**config.mk**
```make
export PLATFORM = sky130hd
export DESIGN_NAME = tpc_top
export DESIGN_NICKNAME = d
export VERILOG_FILES = /design/src/rtl/tpc_pkg.sv /design/src/rtl/tpc_edge_sync.sv /design/src/rtl/tpc_chan.sv /design/src/rtl/tpc_top.sv
export SDC_FILE = /design/constraint.sdc
export NUM_CORES = 1
export LEC_CHECK = 0
export ABC_AREA = 1
export BUFFER_PORTS_ARGS = -buffer_cell sky130_fd_sc_hd__buf_2
export CORE_ASPECT_RATIO = 1.4
export CORE_MARGIN = 3
export CORE_UTILIZATION = 52
export CTS_BUF_LIST = sky130_fd_sc_hd__clkbuf_2 sky130_fd_sc_hd__clkbuf_4 sky130_fd_sc_hd__clkbuf_8
export DETAILED_ROUTE_END_ITERATION = 6
export PLACE_DENSITY = 0.76
export SLEW_MARGIN = 30
export SYNTH_ARGS = -nofsm -noshare
export SYNTH_HDL_FRONTEND = slang
export SYNTH_SLANG_ARGS = --single-unit
```
**constraint.sdc**
```tcl
create_clock -name clk -period 1.38 [get_ports clk]
set_input_delay 0.069 -clock clk [delete_from_list [all_inputs] [get_ports clk]]
set_output_delay 0.069 -clock clk [all_outputs]
set_load 0.02 [all_outputs]
```
**src/rtl/tpc_pkg.sv**
```systemverilog
package tpc_pkg;
  typedef enum logic [1:0] {
    PM_TOGGLE = 2'b00,
    PM_BURST  = 2'b01,
    PM_CONT   = 2'b10,
    PM_LOOP   = 2'b11
  } play_mode_t;
endpackage

```
**src/rtl/tpc_edge_sync.sv**
```systemverilog
// Two-flop synchroniser followed by a rising-edge detector.
module tpc_edge_sync (
  input  logic clk,
  input  logic rst_n,
  input  logic async_in,
  output logic rise
);
  logic s1_q, s2_q, s3_q;

  always_ff @(posedge clk or negedge rst_n) begin
    if (!rst_n) begin
      s1_q <= 1'b0;
      s2_q <= 1'b0;
      s3_q <= 1'b0;
    end else begin
      s1_q <= async_in;
      s2_q <= s1_q;
      s3_q <= s2_q;
    end
  end

  assign rise = s2_q & ~s3_q;
endmodule

```
**src/rtl/tpc_chan.sv**
```systemverilog
// Per-channel play sequencer: setup register, run flag, address counter.
module tpc_chan
  import tpc_pkg::*;
#(
  parameter int AW = 10
) (
  input  logic          clk,
  input  logic          rst_n,
  input  logic          trig,
  input  logic          cfg_load,
  input  logic [1:0]    cfg_mode,
  input  logic [AW-1:0] cfg_len,
  output logic          rd_en,
  output logic [AW-1:0] rd_addr,
  output logic          out_valid
);
  play_mode_t    mode_q, mode_d;
  logic [AW-1:0] len_q, len_d;
  logic [AW-1:0] addr_q, addr_d;
  logic          run_q, run_d;
  logic          val_q;
  logic          cfg_en, seq_en;
  logic          at_end;
  logic [AW-1:0] addr_wrap;

  assign at_end    = (addr_q == len_q);
  assign addr_wrap = at_end ? '0 : addr_q + 1'b1;
  assign cfg_en    = cfg_load;
  assign seq_en    = cfg_load | trig | run_q;

  always_comb begin
    mode_d = mode_q;
    len_d  = len_q;
    run_d  = run_q;
    addr_d = addr_q;
    if (cfg_load) begin
      mode_d = play_mode_t'(cfg_mode);
      len_d  = cfg_len;
      run_d  = (play_mode_t'(cfg_mode) == PM_CONT);
      addr_d = '0;
    end else begin
      unique case (mode_q)
        PM_TOGGLE: begin
          if (trig) begin
            run_d  = ~run_q;
            addr_d = '0;
          end else if (run_q) begin
            addr_d = addr_wrap;
          end
        end
        PM_BURST: begin
          if (run_q) begin
            run_d  = ~at_end;
            addr_d = addr_wrap;
          end else if (trig) begin
            run_d  = 1'b1;
            addr_d = '0;
          end
        end
        PM_CONT: begin
          if (run_q) addr_d = addr_wrap;
        end
        PM_LOOP: begin
          if (run_q) begin
            addr_d = addr_wrap;
          end else if (trig) begin
            run_d  = 1'b1;
            addr_d = '0;
          end
        end
        default: ;
      endcase
    end
  end

  always_ff @(posedge clk or negedge rst_n) begin
    if (!rst_n) begin
      mode_q <= PM_TOGGLE;
      len_q  <= '0;
    end else if (cfg_en) begin
      mode_q <= mode_d;
      len_q  <= len_d;
    end
  end

  always_ff @(posedge clk or negedge rst_n) begin
    if (!rst_n) begin
      run_q  <= 1'b0;
      addr_q <= '0;
    end else if (seq_en) begin
      run_q  <= run_d;
      addr_q <= addr_d;
    end
  end

  always_ff @(posedge clk or negedge rst_n) begin
    if (!rst_n) val_q <= 1'b0;
    else        val_q <= run_q;
  end

  assign rd_en     = run_q;
  assign rd_addr   = addr_q;
  assign out_valid = val_q;
endmodule

```
**src/rtl/tpc_top.sv**
```systemverilog
module tpc_top
  import tpc_pkg::*;
#(
  parameter int NCH = 2,
  parameter int AW  = 10
) (
  input  logic              clk,
  input  logic              rst_n,
  input  logic [NCH-1:0]    ext_trig,
  input  logic [NCH-1:0]    cmd_trig,
  input  logic [NCH-1:0]    cfg_load,
  input  logic [2*NCH-1:0]  cfg_mode,
  input  logic [AW*NCH-1:0] cfg_len,
  output logic [NCH-1:0]    rd_en,
  output logic [AW*NCH-1:0] rd_addr,
  output logic [NCH-1:0]    out_valid
);
  localparam int MW = $bits(play_mode_t);

  logic [NCH-1:0] ext_rise;

  for (genvar i = 0; i < NCH; i++) begin : g_ch
    tpc_edge_sync u_sync (
      .clk      (clk),
      .rst_n    (rst_n),
      .async_in (ext_trig[i]),
      .rise     (ext_rise[i])
    );

    tpc_chan #(.AW(AW)) u_chan (
      .clk       (clk),
      .rst_n     (rst_n),
      .trig      (ext_rise[i] | cmd_trig[i]),
      .cfg_load  (cfg_load[i]),
      .cfg_mode  (cfg_mode[MW*i +: MW]),
      .cfg_len   (cfg_len[AW*i +: AW]),
      .rd_en     (rd_en[i]),
      .rd_addr   (rd_addr[AW*i +: AW]),
      .out_valid (out_valid[i])
    );
  end
endmodule

```
After elaboration in Yosys (flattened, before gate mapping)
Cells that the tools add are included.
{ "classes": {"div_mod_pow": 0, "n_mux": 26, "n_reduce_logical": 10, "n_bitwise": 14, "addsub": 2, "n_shift": 0, "n_eq_ne": 14, "n_mul": 0, "n_lt_le_gt_ge": 0} }
{ "op_table": {"columns": ["operator", "n"], "rows": [
  ["10-bit two-way mux", 12],
  ["10-bit case mux with 3 select lines", 2],
  ["10-bit by 1-bit adder with 10-bit output, second input constant", 2],
  ["10-bit == test", 2],
  ["2-bit == test, second input constant", 6],
  ["1-bit two-way mux", 10],
  ["4-bit by 1-bit inequality test with 1-bit output, second input constant", 2],
  ["4-bit nonzero test", 2],
  ["3-bit by 2-bit inequality test with 1-bit output, second input constant", 2],
  ["1-bit NOT", 6],
  ["1-bit OR", 6],
  ["1-bit case mux with 3 select lines", 2],
  ["3-bit AND reduction", 2],
  ["2-bit by 1-bit == test with 1-bit output, second input constant", 2],
  ["2-bit logical NOT", 2],
  ["2-bit AND reduction", 2],
  ["2-bit OR reduction", 2],
  ["1-bit bitwise AND", 2]
]} }
{ "totals": {"in_bits": 32, "latchBits": 0, "ramBits": 0, "mem_bits_ro": 0, "output_inout_bits": 24, "ff_bits": 54, "memories": 0, "word_cells": 82} }

Longest topological paths before layout
Gate-level depths: netlist of the first run.
{ "depth": {"word_depth": 7, "depth_mapped": 11, "depth_no_buf": 11} }

Cells and area by module
From an unflattened synthesis of the first run, not the netlist that was laid out.
{ "hier_totals": {"hier_cells": 488, "area_unflattened_um2": 3358.2} }
{ "by_module_without_submodules": {"columns": ["module", "n_inst", "area_per_inst_um2", "cells_each"], "rows": [
  ["tpc_chan", 2, 1582.8, 236],
  ["tpc_edge_sync", 2, 85.1, 5],
  ["tpc_top", 1, 22.5, 6]
]} }

Least setup slack after synthesis of the first run
OpenSTA, ideal clock, no wires.
{ "synth_timing": {"path_kind": "reg2reg", "startpoint": "reg g_ch[0].u_chan.addr_q[0]", "endpoint": "reg g_ch[0].u_chan.addr_q[8]", "synth_period_minus_slack_ps": 1492, "setup_slack_ps": -112, "path_stages_with_launch": 9, "arrival_time_ps": 1363, "path_buffers": 0, "cell_sequence": "dfrtp_1 -> ha_1 -> nand3_1 -> nor2_1 -> nand2_1 -> nor2_1 -> nand3_1 -> nand3_1 -> o21ai_0"} }
{ "synth_via": {"elab_chain_cells": 6, "elab_cells_between_ends": 8, "classes_between": "1 x add/sub; 1 x eq/ne; 6 x mux"} }
{ "synth_rtl": {"columns": ["element", "line_no", "text"], "rows": [
  ["start: declaration", "tpc_chan.sv:19", "logic [AW-1:0] addr_q, addr_d;"],
  ["start signal: assignment", "tpc_chan.sv:92", "addr_q <= addr_d;"],
  ["10-bit by 1-bit adder with 10-bit output / 10-bit == test (equally long branches)", "tpc_chan.sv:27, tpc_chan.sv:26", null],
  ["10-bit two-way mux *", "tpc_chan.sv:27", "assign addr_wrap = at_end ? '0 : addr_q + 1'b1;"],
  ["10-bit two-way mux", "tpc_chan.sv:47, tpc_chan.sv:61", null],
  ["10-bit two-way mux", "tpc_chan.sv:44", "if (trig) begin"],
  ["10-bit case mux with 3 select lines *", "tpc_chan.sv:42", "unique case (mode_q)"],
  ["10-bit two-way mux *", "tpc_chan.sv:36", "if (cfg_load) begin"]
]} }
Every way passes the cells marked *; elsewhere a longest branch is shown, timed or not.
A chain may end at the register's enable or synchronous reset.

Worst setup path in the final report of the first run
{ "layout_timing": {"startpoint": "reg g_ch[0].u_chan.addr_q[6]", "endpoint": "reg g_ch[0].u_chan.addr_q[0]"} }
{ "layout_via": {"elab_chain_cells": 6, "elab_cells_between_ends": 7, "classes_between": "1 x eq/ne; 6 x mux"} }
{ "layout_rtl": {"columns": ["element", "line_no", "text"], "rows": [
  ["10-bit == test *", "tpc_chan.sv:26", "assign at_end = (addr_q == len_q);"],
  ["10-bit two-way mux *", "tpc_chan.sv:27", null],
  ["10-bit two-way mux", "tpc_chan.sv:47, tpc_chan.sv:61", null],
  ["10-bit two-way mux", "tpc_chan.sv:44", null],
  ["10-bit case mux with 3 select lines *", "tpc_chan.sv:42", null],
  ["10-bit two-way mux *", "tpc_chan.sv:36", null]
]} }
Marks and branches as above.

==> flow_summary_export.csv, run 1 <==
group,metric,value,unit
status,outcome,"finished with violations",
status,violations,"setup timing",
sta,finalWorstPathRequiredPeriod,1480,ps
routing,routedWlPerCell,14.2,um
worst_setup_path,crit_family,"simple AND/OR/NAND/NOR gates",
min_path,min_delay_path_depth,3,
cts,clk_latency,330,ps
routing,drc,0,
cts,cts_root_buf,"clkbuf_8",
logic_synthesis,netlist_instances,389,
logic_synthesis,synth_top_family_by_area,"simple AND/OR/NAND/NOR gates",
routing,drt-vias-per-instance,5.34,
die,die-area,6520,sq um
routing,route.vias.total,3171,
logic_synthesis,synth-seq-area-share,46.6,%
routing,drtIter0Drc,215,
die,die_h,94.3,um
sta,finalMaxSlewViolations,0,
run,maxCapViolCount,0,
pwr,irDropWorstVdd,0.626,mV
placed_design,place_inst,544,
logic_synthesis,async_flop_share,100,%
die,num_rows,31,
min_path,min_path_type,"input pin to flip-flop",
worst_setup_path,cpMaxStageDelayCell,"dfrtp_1",
placed_design,port_buffers,55,
worst_setup_path,crit_path_cell_trace,"inv_1 > nand2_1 > nand4_1 > nor2_1 > nand2_2 > nand2_4 > nor2_4 > o21a_1",
worst_setup_path,r2r_slack,-100,ps
routing,final_antenna_net_count,0,
routing,m1WireLength,3170,um
global_route,grt_max_degree,28,
global_route,grt-ovfl-total,0,
worst_setup_path,cpPeakStageDelay,410,ps
logic_synthesis,synthSimpleGateAreaFrac,27.3,%
worst_setup_path,critPathMaxFanout,8,
cts,htreeDepth,2,
global_route,grt_usage,24.7,%
routing,firstDrtPassIters,6,
sta,hold_violations,0,
die,core,5280,sq um
logic_synthesis,synth_nets,423,
logic_synthesis,syn_area,2900,sq um
logic_synthesis,synthDistinctLibCells,29,
worst_setup_path,reg2reg_depth,8,
sta,fin_ws,-99.2,ps
cts,clk_pin_slew,100,ps
global_route,grt_pass1_vias,3041,
cts,cts_buffers,5,
logic_synthesis,yosysWarnings,0,
worst_setup_path,worstSetupStartpointType,"flip-flop",
global_route,grt_pass1_wl,12900,um
min_path,holdPathEnd,"g_ch[1].u_chan.mode_q[1]",
min_path,holdCritStartpoint,"cfg_mode[3]",
sta,setup_violations,20,
pwr,p_leak,0.00211,uW
logic_synthesis,synth_adder_area_share,0.864,%
worst_setup_path,worst_setup_path_end_kind,"flip-flop",
cts,cts.sinks,54,
worst_setup_path,worst-path-buf-inv,1,
logic_synthesis,synth_edf_count,0,
pwr,p_per_area,920,nW/um^2
logic_synthesis,synth_compound_area_share,13.0,%
placed_design,dpl_cell_area,3560,sq um
final_layout,layout-drive-gt1-share,35.0,%
sta,rsz0062_at_grt,"true",
logic_synthesis,ys_ff_latch,54,
final_layout,area_delta_synth_final,45.4,%
routing,top_layer_used,"met4",
worst_setup_path,r2r_start,"g_ch[0].u_chan.rd_addr[6]",
worst_setup_path,r2r_end,"g_ch[0].u_chan.rd_addr[0]",
final_layout,antennaDiodeCount,0,
sta,tightest_slew,370,ps
die,die_w,69.1,um
sta,max_freq,676,MHz
global_route,antenna_found_initial,0,
die,start_util,54.9,%
placed_design,globalplace.congestion,0.891,
die,io_pins,56,
cts,tritoncts,"done",
sta,fin_crit_sh,107,%
sta,clock_skew,15.3,ps
logic_synthesis,syn_area_per_cell,7.45,sq um
final_layout,instances_no_fill,594,
sta,slew_headroom,75.3,%
final_layout,stdcell_area,4210,sq um
placed_design,place_hpwl,5650,um
cts,cts_buffer_depth,2,
logic_synthesis,synth_xor_area_share,2.72,%
routing,wl_met3,420,um
worst_setup_path,critPathRequiredTime,1600,ps
final_layout,nets,561,
placed_design,post-place-ws,-128,ps
worst_setup_path,arrival,1700,ps
routing,finalWirelength,8420,um
worst_setup_path,path_class,"flip-flop to flip-flop",
routing,met2_length,4550,um
logic_synthesis,synth-main-ff-cell,"dfrtp_1",
logic_synthesis,synth_mux_area_share,0,%
-- worst max-delay path by stage --
| stage | startpoint | to | slack, ps | depth (start not counted) |
|---|---|---|---|---|
| 6_report | g_ch[0].u_chan.rd_addr[6] | g_ch[0].u_chan.rd_addr[0] | -100 | 8 |
| 5_1_grt | g_ch[0].u_sync.s3_q | g_ch[0].u_chan.rd_addr[4] | -180 | 9 |
| 4_1_cts | g_ch[1].u_chan.rd_addr[3] | g_ch[1].u_chan.rd_addr[9] | -40 | 10 |
| 3_5_place_dp | g_ch[0].u_sync.s2_q | g_ch[0].u_chan.rd_addr[2] | -130 | 8 |
| 3_3_place_gp | g_ch[1].u_chan.rd_addr[2] | g_ch[1].u_chan.rd_addr[0] | -30 | 10 |
| 2_1_floorplan | g_ch[0].u_chan.rd_addr[0] | g_ch[0].u_chan.rd_addr[8] | 9 | 8 |
-- tightest hold or removal path, stage by stage --
cell and delay (ps):
buf_2 80, nand2_1 60, o21ai_0 70
-- flip-flops by register name, summed over array words and instances, names as in the netlist --
register and count:
g_ch.u_chan.len_q 20, g_ch.u_chan.mode_q 4, g_ch.u_chan.out_valid 2, g_ch.u_chan.rd_addr 20
g_ch.u_chan.rd_en 2, g_ch.u_sync.s1_q 2, g_ch.u_sync.s2_q 2, g_ch.u_sync.s3_q 2
-- placed cells by master, fill, tap and decap left out, types with 9 or more instances in the layout --
cell type / instances
a21oi_1: 9
o21ai_0: 27
buf_4: 59
nand2_1: 117
buf_2: 55
dfrtp_1: 43
inv_1: 50
dlygate4sd3_1: 26
dfrtp_2: 11
o21ai_1: 14
nand3_1: 15
nor2_1: 17
-- cell usage after synthesis (2+ instances only) --
master	count	area share [%]
a21oi_1	11	1.9
a31oi_1	2	0.43
buf_4	5	1.3
clkbuf_1	5	0.65
dfrtp_1	54	47
ha_1	2	0.86
inv_1	55	7.1
inv_2	2	0.26
nand2_1	124	16
nand2_2	2	0.43
nand2_4	2	0.78
nand3_1	21	3.6
nand3_2	2	0.69
nand4_1	7	1.5
nor2_1	24	3.1
nor2_2	3	0.65
o21ai_0	33	5.7
o21ai_1	11	1.9
o22ai_1	5	1.1
o31ai_1	3	0.78
xnor2_1	3	0.91
xor2_1	6	1.8
-- area by class of cell --
cell class              instances  area (sq um)
well taps                      66          82.6
fillers                       368          1060
clock inverters                 2          16.3
inverters                      57           214
clock buffers                   6          82.6
flip-flops and latches         54          1370
multi-input cells             267          1450
repair buffers                142          1000
-- per-stage QoR --
stage,power (uW),setup TNS (ps),hold slack [ps],util (%)
after floorplan,2360,0,-227,-
after global placement,2660,-158,99.7,67.4
after detailed placement,2700,-878,107,67.4
after CTS,3780,-340,3.71,77.1
after global routing,4050,-2900,25.6,79.9
final,3870,-942,4.18,79.9
-- repair_timing --
action                                  4_1_cts  5_1_grt
hold endpoints to repair                     78        0
gates resized for setup                      23       30
pin swaps                                    10       11
hold buffers                                 26        0
buffers inserted                             12        4
endpoints found under the setup margin       22       22
-- per-layer routing --
layer | global-route usage, % | vias to the layer above
li1 | - | 1505
met1 | 25.6 | 1510
met2 | 48.2 | 129
met3 | 3.43 | 27
met4 | 11.9 | 0
met5 | 0 | -
-- where the power goes --
group          switching (uW)  leakage (uW)  internal [uW]
Combinational             608       0.00140            458
Clock                     567     0.0000478            415
Sequential                116      0.000665           1710
Total                    1290       0.00211           2580
-- cells by family (layout without fill, tap and decap cells) --
kind of cell / after synthesis / count (layout)
AND/OR/NAND/NOR: 187 / 187
AO/OA/AOI/OAI: 69 / 69
buffers and inverters: 68 / 207
flip-flops: 54 / 54
XOR/XNOR: 9 / 9
adder cells (fa/ha/maj): 2 / 2
No activity file was read; power rests on OpenSTA's default activity.
==> inputs of run 2 (changes only) <==
==> constraint.sdc (replaced) <==
create_clock -name clk -period 1.38 [get_ports clk]
set_input_delay 0.069 -clock clk [delete_from_list [all_inputs] [get_ports clk]]
set_output_delay 0.069 -clock clk [all_outputs]
set_load 0.005 [all_outputs]
==> run 2 against run 1 <==
Effect of this change: the run still ends with setup timing left; first-iteration DRC count down 25%; highest routed layer unchanged; combinational power down 12%; critical path type unchanged; clock power down 5.0%; non-clock buffer count down 9.
==> flow_summary_export.csv, run 2 (synthesis gave the netlist of run 1 again) <==
group,metric,value,unit
status,outcome,"finished with violations",
status,violations,"setup timing",
sta,rsz0062_at_grt,"true",
pwr,p_leak,0.00207,uW
die,num_rows,31,
sta,fin_ws,-72.3,ps
sta,fin_crit_sh,105,%
global_route,grt_pass1_vias,2991,
pwr,swShare,30.2,%
pwr,cell_internal_pwr,2580,uW
routing,routedWlPerCell,13.2,um
pwr,p_seq_share,49.3,%
routing,firstDrtPassIters,5,
worst_setup_path,path_class,"flip-flop to flip-flop",
pwr,p_per_area,900,nW/um^2
pwr,p_sw,1120,uW
run,maxCapViolCount,0,
die,die-area,6520,sq um
global_route,grt_usage,23.8,%
placed_design,port_buffers,55,
die,die_h,94.3,um
sta,finalMaxSlewViolations,0,
routing,drc,0,
worst_setup_path,cpPeakStageDelay,410,ps
routing,drtIter0Drc,161,
cts,cts.sinks,54,
final_layout,stdcell_area,4110,sq um
sta,clock_skew,7.06,ps
cts,cts_root_buf,"clkbuf_8",
global_route,grt_pass1_wl,12600,um
worst_setup_path,crit_path_cell_trace,"inv_1 > nand2_1 > nand4_1 > nor2_2 > nand2_2 > nand2_4 > o21ai_1 > nand2_1 > o21ai_1",
final_layout,area_delta_synth_final,41.9,%
sta,max_freq,689,MHz
routing,route.vias.total,2986,
placed_design,place_inst,545,
placed_design,place_hpwl,5510,um
sta,slew_headroom,68.5,%
final_layout,final_util,77.9,%
pwr,irDropWorstVdd,0.634,mV
sta,tightest_slew,473,ps
die,core,5280,sq um
routing,drt-vias-per-instance,5.10,
die,start_util,54.9,%
placed_design,globalplace.congestion,0.912,
worst_setup_path,crit_family,"simple AND/OR/NAND/NOR gates",
cts,clk_latency,310,ps
min_path,min_path_type,"input pin to flip-flop",
final_layout,layout-drive-gt1-share,33.1,%
final_layout,nets,552,
cts,cts_buffer_depth,2,
global_route,antenna_found_initial,0,
pwr,p_clk_share,25.2,%
worst_setup_path,critPathRequiredTime,1580,ps
sta,final.setup.tns,-822,ps
worst_setup_path,cpMaxStageDelayCell,"dfrtp_1",
sta,finalWorstPathRequiredPeriod,1450,ps
final_layout,layout_commonest_cell,"nand2_1",
worst_setup_path,arrival,1660,ps
cts,cts_buffers,5,
routing,final_antenna_net_count,0,
cts,htreeDepth,2,
global_route,grt-ovfl-total,0,
worst_setup_path,worstSetupStartpointType,"flip-flop",
die,io_pins,56,
worst_setup_path,worst-path-buf-inv,1,
pwr,power_frac_comb,25.6,%
final_layout,num-fill-cells,375,
routing,finalWirelength,7750,um
sta,whs,4.18,ps
worst_setup_path,worst_setup_path_end_kind,"flip-flop",
placed_design,dpl_cell_area,3560,sq um
worst_setup_path,critPathMaxFanout,8,
final_layout,antennaDiodeCount,0,
sta,hold_violations,0,
final_layout,final_cell_mix,"nand2_1, buf_2, buf_4, inv_1, dfrtp_1",
global_route,grt_max_degree,23,
die,die_w,69.1,um
sta,setup_violations,18,
cts,tritoncts,"done",
cts,clk_pin_slew,100,ps
final_layout,instances_no_fill,585,
run 2: changes by cell type in the layout (fill, tap and decap cells not counted), moves of 3 or more:
cell | before | now
dfrtp_2 | 11 | 6
nand2_1 | 117 | 122
dlygate4sd3_1 | 26 | 23
dfrtp_1 | 43 | 48
buf_4 | 59 | 53
nand2_2 | 8 | 4
run 2: cell type report:
class / instances / area (sq um) / share of cell area (%)
Tap cell: 66 / 82.6 / 2.01
Clock inverter: 1 / 5.00 / 0.122
Multi-Input combinational cell: 267 / 1420 / 34.5
Inverter: 57 / 214 / 5.20
Sequential cell: 54 / 1360 / 33.0
Clock buffer: 7 / 90.1 / 2.19
Timing Repair Buffer: 133 / 943 / 22.9
run 2: final timing paths:
check,start,end,slack (ps),depth (start not counted)
setup / recovery,g_ch[1].u_chan.rd_addr[6],g_ch[1].u_chan.rd_addr[0],-70,9
hold / removal,cfg_mode[1],g_ch[0].u_chan.mode_q[1],4,3
setup reg to reg,g_ch[1].u_chan.rd_addr[6],g_ch[1].u_chan.rd_addr[0],-70,9
hold reg to reg,g_ch[0].u_sync.s1_q,g_ch[0].u_sync.s2_q,360,0
max in group asynchronous,rst_n,g_ch[0].u_chan.rd_addr[0],660,3
min in group asynchronous,rst_n,g_ch[1].u_chan.len_q[7],230,2
run 2: worst min-delay path, stage by stage:
cell and delay (ps):
buf_2 90, nand2_1 40, o21ai_0 60
run 2: stage by stage:
step           power (uW)  worst slack [ps]
2_1_floorplan        2280              30.9
3_3_place_gp         2620             -85.5
3_5_place_dp         2640             -82.4
4_1_cts              3650             -41.9
5_1_grt              3900              -198
6_report             3700             -72.3
run 2: power by group through the flow:
stage                     combinational (uW)  clock [uW]  sequential [uW]
final                                    946         932             1820
after floorplan                          450           0             1830
after global routing                    1050        1010             1840
after detailed placement                 803           0             1840
after global placement                   787           0             1830
after CTS                                890         949             1810
run 2: what timing repair did:
item / 4_1_cts / 5_1_grt
hold endpoints to repair: 38 / 0
hold buffers: 23 / 0
pin swaps: 12 / 8
setup buffers: 8 / 1
resized for setup: 21 / 32
setup endpoints to repair: 20 / 22
run 2: routing by layer:
layer,global-route usage [%],share of wire (%)
met5,0,0
met1,24.4,37
met3,3.53,4.6
met2,46.7,56
met4,11.4,2.5
